$ cat src/rtl/ncmd_pkg.sv
package ncmd_pkg;
  localparam int DW     = 32;
  localparam int AW     = 5;
  localparam int NWORDS = 4;
  localparam int ERR_W  = 6;

  localparam logic [AW-1:0] OFS_HDR0 = 5'h00;
  localparam logic [AW-1:0] OFS_STS  = 5'h10;
  localparam logic [AW-1:0] OFS_IEN  = 5'h14;
  localparam logic [AW-1:0] OFS_TMO  = 5'h18;

  localparam int BUSY_BIT = 3;
  localparam int DONE_BIT = 28;
  localparam int NORSP_BIT = 4;
  localparam logic [DW-1:0] STS_MASK = 32'h1000_0077;

  typedef enum logic [2:0] {
    CT_SETCFG = 3'd0, CT_GETCFG = 3'd1, CT_INBRST = 3'd2, CT_RSVD3 = 3'd3,
    CT_PERIPH = 3'd4, CT_VWIRE  = 3'd5, CT_OOBAND = 3'd6, CT_FLASH = 3'd7
  } cmd_kind_e;

  // Maps peripheral error flags onto their status bit positions.
  function automatic logic [DW-1:0] err_to_sts(input logic [ERR_W-1:0] e);
    logic [DW-1:0] r;
    r = '0;
    r[0] = e[0];
    r[1] = e[1];
    r[2] = e[2];
    r[4] = e[3];
    r[5] = e[4];
    r[6] = e[5];
    return r;
  endfunction

  function automatic logic is_cfg_read(input logic [DW-1:0] h0);
    return cmd_kind_e'(h0[2:0]) == CT_GETCFG;
  endfunction
endpackage

$ cat src/rtl/ncmd_words.sv
module ncmd_words
  import ncmd_pkg::*;
(
  input  logic                 clk,
  input  logic                 rst_n,
  input  logic                 wr_en,
  input  logic [AW-1:0]        wr_addr,
  input  logic [DW-1:0]        wr_data,
  input  logic                 busy,
  input  logic                 cfg_load,
  input  logic [DW-1:0]        cfg_data,
  output logic [NWORDS-1:0][DW-1:0] words
);
  logic word_space;
  assign word_space = (wr_addr[AW-1:4] == '0) && (wr_addr[1:0] == 2'b00);

  for (genvar i = 0; i < NWORDS; i++) begin : g_word
    logic sel;
    assign sel = wr_en && !busy && word_space && (wr_addr[3:2] == i[1:0]);
    always_ff @(posedge clk) begin
      if (!rst_n) begin
        words[i] <= '0;
      end else if (sel) begin
        words[i] <= (i == 0) ? (wr_data & ~(DW'(1) << BUSY_BIT)) : wr_data;
      end else if (i == 1 && cfg_load) begin
        words[i] <= cfg_data;
      end
    end
  end
endmodule

$ cat src/rtl/ncmd_seq.sv
module ncmd_seq #(
  parameter int TMO_W = 16
) (
  input  logic             clk,
  input  logic             rst_n,
  input  logic             go_req,
  input  logic             rsp_valid,
  input  logic [TMO_W-1:0] tmo_limit,
  output logic             busy,
  output logic             launch_evt,
  output logic             rsp_evt,
  output logic             tmo_evt,
  output logic             launch_pulse
);
  logic [TMO_W-1:0] wait_cnt;

  assign launch_evt = go_req && !busy;
  assign rsp_evt    = busy && rsp_valid;
  assign tmo_evt    = busy && !rsp_valid && (wait_cnt >= tmo_limit);

  always_ff @(posedge clk) begin
    if (!rst_n) begin
      busy         <= 1'b0;
      wait_cnt     <= '0;
      launch_pulse <= 1'b0;
    end else begin
      launch_pulse <= launch_evt;
      if (launch_evt) begin
        busy     <= 1'b1;
        wait_cnt <= '0;
      end else if (rsp_evt || tmo_evt) begin
        busy <= 1'b0;
      end else if (busy) begin
        wait_cnt <= wait_cnt + 1'b1;
      end
    end
  end
endmodule

$ cat src/rtl/ncmd_status.sv
module ncmd_status
  import ncmd_pkg::*;
#(
  parameter int TMO_W = 16,
  parameter logic [TMO_W-1:0] TMO_INIT = 1000
) (
  input  logic             clk,
  input  logic             rst_n,
  input  logic             wr_en,
  input  logic [AW-1:0]    wr_addr,
  input  logic [DW-1:0]    wr_data,
  input  logic [DW-1:0]    set_bits,
  output logic [DW-1:0]    sts,
  output logic [DW-1:0]    ien,
  output logic [TMO_W-1:0] tmo_limit,
  output logic             irq
);
  logic [DW-1:0] clr_bits;
  assign clr_bits = (wr_en && wr_addr == OFS_STS) ? wr_data : '0;

  always_ff @(posedge clk) begin
    if (!rst_n) begin
      sts       <= '0;
      ien       <= '0;
      tmo_limit <= TMO_INIT;
    end else begin
      sts <= ((sts & ~clr_bits) | set_bits) & STS_MASK;
      if (wr_en && wr_addr == OFS_IEN) ien <= wr_data & STS_MASK;
      if (wr_en && wr_addr == OFS_TMO) tmo_limit <= wr_data[TMO_W-1:0];
    end
  end

  assign irq = |(sts & ien);
endmodule

$ cat src/rtl/ncmd_engine.sv
module ncmd_engine
  import ncmd_pkg::*;
#(
  parameter int TMO_W = 16,
  parameter logic [TMO_W-1:0] TMO_INIT = 1000
) (
  input  logic             clk,
  input  logic             rst_n,
  input  logic             wr_en,
  input  logic [AW-1:0]    wr_addr,
  input  logic [DW-1:0]    wr_data,
  input  logic [AW-1:0]    rd_addr,
  output logic [DW-1:0]    rd_data,
  output logic             cmd_launch,
  output logic [DW-1:0]    cmd_hdr0,
  output logic [DW-1:0]    cmd_hdr1,
  output logic [DW-1:0]    cmd_hdr2,
  output logic [DW-1:0]    cmd_data,
  input  logic             rsp_valid,
  input  logic [ERR_W-1:0] rsp_err,
  input  logic [DW-1:0]    rsp_data,
  output logic             irq
);
  logic [NWORDS-1:0][DW-1:0] words;
  logic [DW-1:0]    sts, ien, set_bits;
  logic [TMO_W-1:0] tmo_limit;
  logic busy, go_req, launch_evt, rsp_evt, tmo_evt, cfg_load;

  assign go_req   = wr_en && wr_addr == OFS_HDR0 && wr_data[BUSY_BIT];
  assign cfg_load = rsp_evt && rsp_err == '0 && is_cfg_read(words[0]);
  assign set_bits = rsp_evt ? (err_to_sts(rsp_err) | (DW'(1) << DONE_BIT))
                  : tmo_evt ? (DW'(1) << NORSP_BIT) : '0;

  ncmd_words u_words (
    .clk, .rst_n, .wr_en, .wr_addr, .wr_data, .busy,
    .cfg_load, .cfg_data(rsp_data), .words
  );

  ncmd_seq #(.TMO_W(TMO_W)) u_seq (
    .clk, .rst_n, .go_req, .rsp_valid, .tmo_limit, .busy,
    .launch_evt, .rsp_evt, .tmo_evt, .launch_pulse(cmd_launch)
  );

  ncmd_status #(.TMO_W(TMO_W), .TMO_INIT(TMO_INIT)) u_sts (
    .clk, .rst_n, .wr_en, .wr_addr, .wr_data, .set_bits,
    .sts, .ien, .tmo_limit, .irq
  );

  assign cmd_hdr0 = words[0] | (DW'(busy) << BUSY_BIT);
  assign cmd_hdr1 = words[1];
  assign cmd_hdr2 = words[2];
  assign cmd_data = words[3];

  always_comb begin
    case (rd_addr)
      5'h00:   rd_data = cmd_hdr0;
      5'h04:   rd_data = words[1];
      5'h08:   rd_data = words[2];
      5'h0C:   rd_data = words[3];
      OFS_STS: rd_data = sts;
      OFS_IEN: rd_data = ien;
      OFS_TMO: rd_data = DW'(tmo_limit);
      default: rd_data = '0;
    endcase
  end
endmodule

$ cat config.mk
export PLATFORM = sky130hd
export DESIGN_NAME = ncmd_engine
export DESIGN_NICKNAME = d
export VERILOG_FILES = /design/src/rtl/ncmd_pkg.sv /design/src/rtl/ncmd_words.sv /design/src/rtl/ncmd_seq.sv /design/src/rtl/ncmd_status.sv /design/src/rtl/ncmd_engine.sv
export SDC_FILE = /design/constraint.sdc
export NUM_CORES = 1
export LEC_CHECK = 0
export BUFFER_PORTS_ARGS = -buffer_cell sky130_fd_sc_hd__buf_4
export CORE_MARGIN = 2
export CORE_UTILIZATION = 35
export DETAILED_ROUTE_END_ITERATION = 7
export GPL_TIMING_DRIVEN = 0
export PLACE_DENSITY = 0.61
export SLEW_MARGIN = 20
export SYNTH_ARGS = -nofsm -noshare
export SYNTH_HDL_FRONTEND = slang
export SYNTH_SLANG_ARGS = --single-unit
$ cat constraint.sdc
create_clock -name clk -period 2.41 [get_ports clk]
set_input_delay 0.241 -clock clk [delete_from_list [all_inputs] [get_ports clk]]
set_output_delay 0.241 -clock clk [all_outputs]
set_load 0.02 [all_outputs]
==> reports/metrics.cfg, run 1 <==
[logic_synthesis]
ys_seq_area_frac=0.424
ys_top_cells_by_area=dfxtp_1 42%, nand2_1 13%, a21boi_0 8.0%
synth.most_common_cell=nand2_1
yosysTopAreaCell=dfxtp_1
avgSynthCellArea_um2=8.51
syn_area_um2=8260
synth-seq-cells=175
synth_commonest_cells=279 x nand2_1, 175 x dfxtp_1, 88 x a21boi_0
synth_warnings=0
synth_edf_count=0
synthArstFlopShare=0
synth_top_area_share=0.424
synth_cell_types=41
synth-main-ff-cell=dfxtp_1
syn_nets=1071
synthCells=970

[clock_network]
h-tree-depth=4
insertion_delay_ns=0.45
clkTransAtPathRegs_ns=0.07
cts_sinks=175
holdBufCountCts=0
root_buffer=clkbuf_16
numCtsBuffers=17
clockBufferDepth=2
cts_tree=built

[place]
portBuffers=244
dp_slack_ns=-0.486
place_area_um2=10500
hpwlAfterDp_mm=23.9
gp_congestion=0.897

[setup_path]
critPathCaptureType=output port
cp.required_ns=2.17
crit_chain=buf_4 > or3_1 > nor2_1 > a222oi_1 > nand3_1 > buf_4
cp_slowest_cell=nor2_1
crit_top_cell=buf_4
crit_type=in2out
slowest_delay_ns=0.75
cp_max_fo=7
critPathLaunchType=input port
cp.arrival_ns=2.17

[power_and_ir_drop]
peakVddDrop_v=0.000423
p_per_area_nw_per_um2=548
power.total_w=0.00618
p_sw_frac=0.258
pwr-share-clk=0.455
seq_power_share=0.474
p_leak_nw=5.35
comb_power_share=0.070
switchingPower_w=0.00159
internal-power_w=0.00459

[sta]
relSlewSlack=0.383
finalCriticalPeriod_ns=2.41
setup_viol=1
rsz0062_at_grt=true
period_share=1.00
hold_violations=0
worstMarginPinSlew_ns=0.922
drv_slew=0
max_freq_mhz=415
fin_skew_ns=0.00898
finalWorstSetupSlack_ns=-0.00152

[finish]
fill_cells=2281
multiInputGateArea_um2=4490
final_net_count=1342
final_util=0.484
fin_area_um2=11300
diodes=0
syn_to_final_growth_pct=36.6
drive_gt1_frac=0.270
regArea_um2=3510

[outcome]
violations=setup timing
status=finished with violations

[floorplanning]
ioPinCount=246
die_w_um=158
die-area_um2=24800
start_util=0.354
core_um2=23300
rows=56
die_h_um=158

[route]
routed.top_layer=met4
drt-initial-drc-count=878
routed-wl-met2_mm=15.6
vias=8517
wl_mm=33.8
avgRoutedWirePerCell_um=21.5
first_pass_iters=8
met1_length_mm=15.0
ant_nets=0
routed_via_density=5.41
wl_met3_mm=2.41
drc=0

[hold_path]
hold_path.class=in2reg

[grt]
grt_pass1_vias=7968
grt.total_usage=0.268
antenna_found_initial=0
grt-ovfl-total=0
grt_start_max_net_pins=18
grt_pass1_wl_mm=49.3

[job]
cap_violations=0

## per-stage QoR
step / hold WS [ns] / setup TNS, ns / std cells
final: 0.0528 / -0.00152 / 1573
after global routing: 0.0570 / -0.284 / 1573
after floorplan: 0.366 / 0 / 970
after global placement: 0.465 / -15.46 / 1533
after detailed placement: 0.475 / -14.89 / 1533
after CTS: 0.0435 / 0 / 1569
## final timing paths
path | from | end | slack [ns] | cells past startpoint
max | rd_addr[3] | rd_data[1] | -0.002 | 6
min | wr_data[9] | u_sts.tmo_limit[9] | 0.05 | 3
max reg2reg | u_seq.wait_cnt[1] | u_seq.wait_cnt[6] | 0.04 | 7
min reg2reg | u_words.words[110] | u_words.words[110] | 0.48 | 2
## sequential cells by signal, indices dropped and copies added, names as in the netlist
| register | cells |
|---|---|
| u_seq.wait_cnt | 16 |
| u_sts.sts | 7 |
| u_seq.launch_pulse | 1 |
| u_sts.tmo_limit | 16 |
| u_sts.ien | 7 |
| u_seq.busy | 1 |
| u_words.words | 127 |
## placed cells by master, fill, tap and decap left out, types with 3 or more instances in the layout
master / synthesis / routed
a21boi_0: 88 / 88
a21boi_1: 9 / 9
a21oi_1: 19 / 16
a222oi_1: 17 / 17
a22oi_1: 62 / 62
and3_1: 5 / 5
buf_2: 15 / 14
buf_4: 1 / 252
buf_6: 3 / 4
clkbuf_1: 52 / 41
clkbuf_16: 0 / 17
clkbuf_2: 0 / 10
dfxtp_1: 175 / 169
dfxtp_2: 0 / 5
ha_1: 17 / 16
inv_1: 21 / 20
inv_6: 0 / 5
inv_8: 0 / 4
mux2i_1: 56 / 56
nand2_1: 279 / 278
nand2b_1: 4 / 4
nand3_1: 21 / 21
nand4_1: 4 / 4
nor2_1: 10 / 8
nor2b_1: 28 / 27
nor3_2: 0 / 3
o211a_1: 33 / 33
o21ai_0: 8 / 6
o31ai_1: 6 / 6
or3_1: 6 / 5
or4_1: 7 / 6
## routing by layer
layer	up-vias	GRT usage
li1	3973	-
met1	4122	0.369
met2	363	0.422
met3	59	0.0547
met4	0	0.0857
met5	-	0
## power by group through the flow
stage / clock network [W] / logic, W / registers, W
finish: 0.00282 / 0.000436 / 0.00293
global route: 0.00295 / 0.000461 / 0.00293
CTS: 0.00283 / 0.000426 / 0.00293
detailed placement: 0 / 0.000422 / 0.00300
global placement: 0 / 0.000419 / 0.00300
floorplan: 0 / 0.000137 / 0.00302
## logic make-up (layout without fill, tap and decap cells)
kind of cell,after synthesis,after routing,synth area share
compound gates,249,249,0.234
xor+xnor,1,1,0.00106
fa+ha+maj,17,17,0.0258
buf+inv,92,375,0.0473
flops,175,175,0.424
mux,56,56,0.0679
simple gates,380,381,0.200
## layout make-up
type / count / area share
Timing Repair Buffer: 251 / 0.167
Clock inverter: 14 / 0.0131
Tap cell: 319 / 0.0354
Sequential cell: 175 / 0.311
Buffer: 71 / 0.0296
Multi-Input combinational cell: 704 / 0.398
Inverter: 21 / 0.00699
Clock buffer: 18 / 0.0389
## repair_timing
item                                    in CTS  in global routing
pin swaps                                    3                 10
cloned                                       1                  0
setup buffers                                3                  4
endpoints found under the setup margin      75                 53
resized for setup                           15                 35
## worst max-delay path, delay by kind of cell
family | cells | cell delay (ns)
buf+inv | 2 | 0.26
compound gates | 1 | 0.25
simple gates | 3 | 1.40
No activity file was read; power rests on OpenSTA's default activity.
==> inputs of run 2 (changes only) <==
--- a/config.mk
+++ b/config.mk
@@ -5,9 +5,11 @@
 export SDC_FILE = /design/constraint.sdc
 export NUM_CORES = 1
 export LEC_CHECK = 0
+export ABC_AREA = 1
 export BUFFER_PORTS_ARGS = -buffer_cell sky130_fd_sc_hd__buf_4
 export CORE_MARGIN = 2
 export CORE_UTILIZATION = 35
+export CTS_BUF_LIST = sky130_fd_sc_hd__clkbuf_2 sky130_fd_sc_hd__clkbuf_4 sky130_fd_sc_hd__clkbuf_8
 export DETAILED_ROUTE_END_ITERATION = 7
 export GPL_TIMING_DRIVEN = 0
 export PLACE_DENSITY = 0.61
==> run 2 against run 1 <==
Effect of this change: the run now ends clean; critical path depth increased by 3; clock-buffer cell count unchanged; synthesized area decreased by 2.7%; worst setup slack improved by 0.069 ns; global-route usage increased by 0.56 points; first-iteration DRC count decreased by 14%; critical path type unchanged.
==> reports/metrics.cfg, run 2 <==
[outcome]
status=completed  ; was finished with violations

[setup_path]
critPathLaunchType=input port  ; unchanged
crit_top_cell=buf_4  ; unchanged
critPathCaptureType=output port  ; unchanged
worst-path-buf-inv=5  ; was 2
cp.arrival_ns=2.10  ; was 2.17 ns
rrSetupSlack_ns=0.11  ; was 0.04 ns
cp_max_fo=10  ; was 7
crit_type=in2out  ; unchanged
slowest_delay_ns=0.62  ; was 0.75 ns
cp.required_ns=2.17  ; about the same
crit_chain=buf_4 > nor2_1 > buf_2 > nand3_1 > inv_1 > clkbuf_1 > nand2_1 > nand4_1 > buf_4  ; was buf_4 > or3_1 > nor2_1 > a222oi_1 > nand3_1 > buf_4
cp_top_family=buffers and inverters  ; was simple AND/OR/NAND/NOR gates
cp_slowest_cell=clkbuf_1  ; was nor2_1

[sta]
fin_skew_ns=0.0141  ; was 0.00898 ns
finalCriticalPeriod_ns=2.34  ; was 2.41 ns
relSlewSlack=0.478  ; was 0.383
finalWorstSetupSlack_ns=0.0672  ; was -0.00152 ns
hold_ws_ns=0.0183  ; was 0.0528 ns
period_share=0.972  ; was 1.00
drv_slew=0  ; unchanged
rsz0062_at_grt=false  ; was true
setup_viol=0  ; was 1
hold_violations=0  ; unchanged
worstMarginPinSlew_ns=0.784  ; was 0.922 ns
max_freq_mhz=427  ; was 415 MHz
tns_ns=0  ; was -0.00152 ns

[place]
dp_cells=1653  ; was 1533
gp_congestion=0.909  ; was 0.897
dp_slack_ns=-0.00733  ; was -0.486 ns
portBuffers=243  ; was 244
hpwlAfterDp_mm=25.2  ; was 23.9 mm

[logic_synthesis]
ys_seq_area_frac=0.436  ; was 0.424
yosysTopAreaCell=dfxtp_1  ; unchanged
yosys.area_share.simple=0.235  ; was 0.200
syn_area_um2=8040  ; was 8260 um^2
synthCells=1125  ; was 970
ys_top_cells_by_area=dfxtp_1 44%, o21ai_0 11%, nand2_1 9.8%  ; was dfxtp_1 42%, nand2_1 13%, a21boi_0 8.0%
synth-main-ff-cell=dfxtp_1  ; unchanged
synth.most_common_cell=nand2_1  ; unchanged
syn_nets=1226  ; was 1071
synth-seq-cells=175  ; unchanged
synth_fa_ha_area_frac=0.0265  ; was 0.0258
avgSynthCellArea_um2=7.15  ; was 8.51 um^2
synthMuxAreaShare=0  ; was 0.0679
synth_top_family_by_area=simple AND/OR/NAND/NOR gates  ; was compound AO/OA/AOI/OAI gates
synth_edf_count=0  ; unchanged
synthArstFlopShare=0  ; unchanged
synth_compound_area_frac=0.214  ; was 0.234
synth-xor-area-share=0.00763  ; was 0.00106
synth_warnings=0  ; unchanged
synth_cell_types=33  ; was 41
synth_commonest_cells=209 x nand2_1, 175 x dfxtp_1, 171 x o21ai_0  ; was 279 x nand2_1, 175 x dfxtp_1, 88 x a21boi_0
synth_top_area_share=0.436  ; was 0.424

[finish]
top_register=u_words.words  ; unchanged
multiInputGateArea_um2=3890  ; was 4490 um^2
regArea_um2=3500  ; was 3510 um^2
final_cells=1686  ; was 1573
layout_commonest_cell=buf_4  ; was nand2_1
top_regs=u_words.words x127, u_seq.wait_cnt x16, u_sts.tmo_limit x16  ; unchanged
fill_cells=2374  ; was 2281
diodes=0  ; unchanged
largest_register_ffs=127  ; unchanged
layout_common_cells=244 x buf_4, 207 x nand2_1, 175 x dfxtp_1, 171 x o21ai_0, 151 x a21oi_1  ; was 278 x nand2_1, 252 x buf_4, 169 x dfxtp_1, 88 x a21boi_0, 62 x a22oi_1
final_net_count=1489  ; was 1342
drive_gt1_frac=0.222  ; was 0.270
syn_to_final_growth_pct=32.3  ; was 36.6%

[grt]
grt-ovfl-total=0  ; unchanged
grt_start_max_net_pins=19  ; was 18
grt_pass1_vias=8496  ; was 7968
grt.total_usage=0.274  ; was 0.268
antenna_found_initial=0  ; unchanged
grt_pass1_wl_mm=50.5  ; was 49.3 mm

[clock_network]
root_buffer=clkbuf_8  ; was clkbuf_16
clockBufferDepth=2  ; unchanged
insertion_delay_ns=0.48  ; was 0.45 ns
clkTransAtPathRegs_ns=0.09  ; was 0.07 ns
h-tree-depth=4  ; unchanged
cts_tree=built  ; unchanged
cts_sinks=175  ; unchanged
numCtsBuffers=17  ; unchanged

[route]
ant_nets=0  ; unchanged
routed_via_density=5.37  ; was 5.41
first_pass_iters=4  ; was 8
drt-initial-drc-count=751  ; was 878
wl_mm=33.7  ; was 33.8 mm
vias=9054  ; was 8517
avgRoutedWirePerCell_um=20.0  ; was 21.5 um
drc=0  ; unchanged

[hold_path]
hold_path.class=in2reg  ; unchanged

[power_and_ir_drop]
peakVddDrop_v=0.000249  ; was 0.000423 V
switchingPower_w=0.00157  ; was 0.00159 W
pwr-share-clk=0.376  ; was 0.455
p_sw_frac=0.288  ; was 0.258
p_per_area_nw_per_um2=514  ; was 548 nW/um^2
power.total_w=0.00547  ; was 0.00618 W
comb_power_share=0.084  ; was 0.070
p_leak_nw=4.68  ; was 5.35 nW
seq_power_share=0.539  ; was 0.474
internal-power_w=0.00390  ; was 0.00459 W

[job]
cap_violations=0  ; unchanged

[floorplanning]
core_um2=22600  ; was 23300 um^2
die_w_um=156  ; was 158 um
die-area_um2=24200  ; was 24800 um^2
ioPinCount=246  ; unchanged
start_util=0.356  ; was 0.354
die_h_um=156  ; was 158 um
rows=55  ; was 56

## run 2: cell count changes after synthesis, sizes merged, moves of 33 or more
cell	delta
a22oi	-61
o21ai	+163
nand2	-69
nor3	+63
nand4	+50
o211a	-33
a21boi	-97
inv	+74
nor2	+57
mux2i	-56
a21oi	+132
## run 2: layout make-up
type / instances / share of cell area
multi-input cells: 783 / 0.366
flip-flops and latches: 175 / 0.329
repair buffers: 244 / 0.172
inverters: 96 / 0.0339
well taps: 285 / 0.0335
plain buffers: 71 / 0.0289
clock buffers: 18 / 0.0233
clock inverters: 14 / 0.0129
## run 2: per-stage QoR
stage / utilization / area, um^2
floorplan: - / 8040
global placement: 0.453 / 10200
detailed placement: 0.453 / 10200
CTS: 0.470 / 10600
global route: 0.471 / 10600
finish: 0.471 / 10600
## run 2: timing repair
action                                 CTS  global route
hold buffers                             1             0
gates resized for setup                  1            17
buffers inserted                         0             0
setup endpoints to repair                1            59
gates cloned                             0             0
endpoints found under the hold margin    1             0
## run 2: per-layer routing
metal / global-route usage / share of wire / vias to the layer above
met4: 0.0765 / 0.022 / 0
met2: 0.441 / 0.46 / 368
li1: - / - / 4349
met1: 0.364 / 0.43 / 4283
met5: 0 / 0 / -
met3: 0.0714 / 0.085 / 54
## run 2: worst paths after layout
kind,depth (start not counted),startpoint,endpoint
min reg2reg,2,u_sts.ien[1],u_sts.ien[1]
max,9,rd_addr[1],rd_data[4]
min,3,wr_data[8],u_sts.tmo_limit[8]
max reg2reg,6,u_seq.busy,u_words.words[37]
## run 2: cell families (layout without fill, tap and decap cells)
group	Yosys count	after routing
compound gates	335	335
xor+xnor	7	7
fa+ha+maj	17	17
buf+inv	167	443
flops	175	175
simple gates	424	424
## run 2: power by group through the flow
stage | registers [W] | clock network [W] | logic [W]
final | 0.00295 | 0.00206 | 0.000460
after global routing | 0.00296 | 0.00219 | 0.000493
after CTS | 0.00295 | 0.00206 | 0.000454
after detailed placement | 0.00302 | 0 | 0.000451
after global placement | 0.00302 | 0 | 0.000451
after floorplan | 0.00304 | 0 | 0.000159
## run 2: worst register-to-register path, stage by stage (launching register included)
cell and delay (ns):
dfxtp_1 0.46, nand2_1 0.19, nor3_1 0.32, nand3_2 0.32
clkbuf_1 0.38, nor3_1 0.43, nor3_1 0.10
==> inputs of run 3 (changes only) <==
--- a/config.mk
+++ b/config.mk
@@ -7,12 +7,14 @@
 export LEC_CHECK = 0
 export ABC_AREA = 1
 export BUFFER_PORTS_ARGS = -buffer_cell sky130_fd_sc_hd__buf_4
+export CELL_PAD_IN_SITES_DETAIL_PLACEMENT = 1
+export CELL_PAD_IN_SITES_GLOBAL_PLACEMENT = 1
 export CORE_MARGIN = 2
-export CORE_UTILIZATION = 35
-export CTS_BUF_LIST = sky130_fd_sc_hd__clkbuf_2 sky130_fd_sc_hd__clkbuf_4 sky130_fd_sc_hd__clkbuf_8
+export CORE_UTILIZATION = 33
 export DETAILED_ROUTE_END_ITERATION = 7
 export GPL_TIMING_DRIVEN = 0
-export PLACE_DENSITY = 0.61
+export PLACE_DENSITY = 0.78
+export RECOVER_POWER = 100
 export SLEW_MARGIN = 20
 export SYNTH_ARGS = -nofsm -noshare
 export SYNTH_HDL_FRONTEND = slang
==> run 3 against run 2 <==
Effect of this change: hold slack better by 0.032 ns; final cell count rose by 2.3%; utilization shrank 4.2 points; power is 16% higher; highest routed layer unchanged; fmax shrank 0.71%; via count up 2.3%; worst setup slack got worse by 0.017 ns; sequential power hardly changed; non-clock buffer count shrank 1; routed wire length up 8.9%.
==> reports/metrics.cfg, run 3 (synthesis results as in run 2) <==
[outcome]
status=completed  ; unchanged

[finish]
top_regs=u_words.words x127, u_seq.wait_cnt x16, u_sts.tmo_limit x16  ; unchanged
largest_register_ffs=127  ; unchanged
top_register=u_words.words  ; unchanged
syn_to_final_growth_pct=28.6  ; was 32.3%
fin_area_um2=10300  ; was 10600 um^2
drive_gt1_frac=0.123  ; was 0.222
layout_commonest_cell=nand2_1  ; was buf_4
diodes=0  ; unchanged
layout_common_cells=209 x nand2_1, 179 x clkbuf_1, 175 x dfxtp_1, 171 x o21ai_0, 151 x a21oi_1  ; was 244 x buf_4, 207 x nand2_1, 175 x dfxtp_1, 171 x o21ai_0, 151 x a21oi_1
final_net_count=1488  ; was 1489

[clock_network]
clkTransAtPathRegs_ns=0.07  ; was 0.09 ns
numCtsBuffers=17  ; unchanged
insertion_delay_ns=0.44  ; was 0.48 ns
h-tree-depth=4  ; unchanged
root_buffer=clkbuf_16  ; was clkbuf_8
clockBufferDepth=2  ; unchanged
cts_tree=built  ; unchanged
cts_setup_buffers=0  ; unchanged
cts_sinks=175  ; unchanged

[setup_path]
crit_top_cell=clkbuf_4  ; was buf_4
rr_worst_depth=8  ; was 6
r2r-start=u_seq.wait_cnt[13]  ; was u_seq.busy
worst-path-buf-inv=6  ; was 5
crit_type=in2out  ; unchanged
critPathCaptureType=output port  ; unchanged
critPathLaunchType=input port  ; unchanged
rrSetupSlack_ns=0.17  ; was 0.11 ns
cp.required_ns=2.17  ; about the same
crit_chain=clkbuf_4 > nor2_1 > buf_2 > nand3_1 > inv_1 > clkbuf_4 > clkbuf_4 > nand2_1 > nand4_1 > buf_4  ; was buf_4 > nor2_1 > buf_2 > nand3_1 > inv_1 > clkbuf_1 > nand2_1 > nand4_1 > buf_4
slowest_delay_ns=0.32  ; was 0.62 ns
cp_slowest_cell=clkbuf_4  ; was clkbuf_1
cp_max_fo=10  ; unchanged
cp_top_family=buffers and inverters  ; unchanged
cp.arrival_ns=2.12  ; was 2.10 ns
r2r_end=u_seq.wait_cnt[6]  ; was u_words.words[37]

[route]
wl_mm=36.8  ; was 33.7 mm
ant_nets=0  ; unchanged
avgRoutedWirePerCell_um=21.3  ; was 20.0 um
vias=9261  ; was 9054
drc=0  ; unchanged
drt-initial-drc-count=611  ; was 751
routed_via_density=5.37  ; about the same
first_pass_iters=5  ; was 4

[hold_path]
min-delay-start=wr_data[8]  ; unchanged
hold_path.class=in2reg  ; unchanged
holdPathStages=3  ; unchanged
min_to=u_sts.tmo_limit[8]  ; unchanged

[sta]
max_freq_mhz=424  ; was 427 MHz
finalWorstSetupSlack_ns=0.0504  ; was 0.0672 ns
fin_skew_ns=0.0105  ; was 0.0141 ns
setup_viol=0  ; unchanged
drv_slew=0  ; unchanged
hold_violations=0  ; unchanged
relSlewSlack=0.410  ; was 0.478
worstMarginPinSlew_ns=0.880  ; was 0.784 ns
period_share=0.979  ; was 0.972
finalCriticalPeriod_ns=2.36  ; was 2.34 ns

[grt]
grt-ovfl-total=0  ; unchanged
grt_pass1_vias=9378  ; was 8496
antenna_found_initial=0  ; unchanged
grt.total_usage=0.280  ; was 0.274
grt_start_max_net_pins=19  ; unchanged
grt_pass1_wl_mm=55.4  ; was 50.5 mm

[place]
place_area_um2=10300  ; was 10200 um^2
portBuffers=243  ; unchanged
gp_congestion=0.854  ; was 0.909
hpwlAfterDp_mm=28.0  ; was 25.2 mm
dp_slack_ns=-0.0830  ; was -0.00733 ns

[floorplanning]
die_h_um=160  ; was 156 um
start_util=0.333  ; was 0.356
ioPinCount=246  ; unchanged
rows=57  ; was 55
die-area_um2=25600  ; was 24200 um^2
core_um2=24100  ; was 22600 um^2
die_w_um=160  ; was 156 um

[power_and_ir_drop]
p_per_area_nw_per_um2=615  ; was 514 nW/um^2
p_leak_nw=4.18  ; was 4.68 nW
peakVddDrop_v=0.000457  ; was 0.000249 V

[job]
cap_violations=0  ; unchanged

-- run 3: cell types whose count changed in the layout (fill, tap and decap cells not counted), sizes merged --
cell | before | now
clkbuf | 71 | 234
dlygate4sd3 | 1 | 0
buf | 261 | 97
clkinv | 3 | 6
inv | 104 | 103
bufinv | 0 | 2
clkinvlp | 3 | 0
-- run 3: through the flow --
step / setup TNS [ns] / util / hold WS (ns) / cells / total power [W]
2_1_floorplan: 0 / - / 0.367 / 1125 / 0.00320
3_5_place_dp: -0.318 / 0.426 / 0.484 / 1692 / 0.00348
4_1_cts: 0 / 0.452 / 0.0504 / 1724 / 0.00639
6_report: 0 / 0.429 / 0.0500 / 1724 / 0.00635
3_3_place_gp: -1.10 / 0.426 / 0.476 / 1692 / 0.00347
5_1_grt: -0.00475 / 0.429 / 0.0634 / 1724 / 0.00651
-- run 3: final cells by class --
| type | count | area [um^2] |
|---|---|---|
| tap | 324 | 405 |
| multi-input combinational | 783 | 3880 |
| sequential | 175 | 3500 |
| inverter | 96 | 360 |
| fill | 3222 | 13800 |
| clock buffer | 17 | 425 |
| timing repair buffer | 243 | 1260 |
| clock inverter | 15 | 193 |
| buffer | 71 | 305 |
-- run 3: worst max-delay path by stage --
stage / start / end / slack, ns / cells past startpoint
global placement: u_seq.busy / u_words.words[36] / -0.07 / 7
CTS: rd_addr[1] / rd_data[4] / 0.05 / 9
global route: rd_addr[1] / rd_data[2] / -0.005 / 10
detailed placement: u_seq.busy / u_words.words[36] / -0.08 / 7
finish: rd_addr[1] / rd_data[7] / 0.05 / 10
floorplan: u_sts.tmo_limit[15] / u_seq.wait_cnt[5] / 0.65 / 8
-- run 3: power breakdown --
| part | leakage [nW] | internal [W] | total (W) | switching, W |
|---|---|---|---|---|
| combinational | 2.46 | 0.000153 | 0.000439 | 0.000286 |
| sequential | 1.41 | 0.00292 | 0.00295 | 0.0000300 |
| clock | 0.304 | 0.00159 | 0.00296 | 0.00138 |
-- run 3: worst register-to-register path, delay by kind of cell, from the launching register on --
| family | cells | cell delay (ns) |
|---|---|---|
| fa+ha+maj | 1 | 0.30 |
| buf+inv | 1 | 0.29 |
| flops | 1 | 0.47 |
| simple gates | 3 | 0.76 |
| compound gates | 3 | 0.32 |
-- run 3: routing by layer --
layer	routed length, um	global-route usage
met1	15700	0.351
met2	17500	0.470
met3	2570	0.0662
met4	1030	0.102
met5	0	0
-- run 3: what timing repair did --
item	CTS	global route
pin swaps	0	0
endpoints found under the setup margin	34	20
gates resized for setup	4	16
hold buffers	0	0
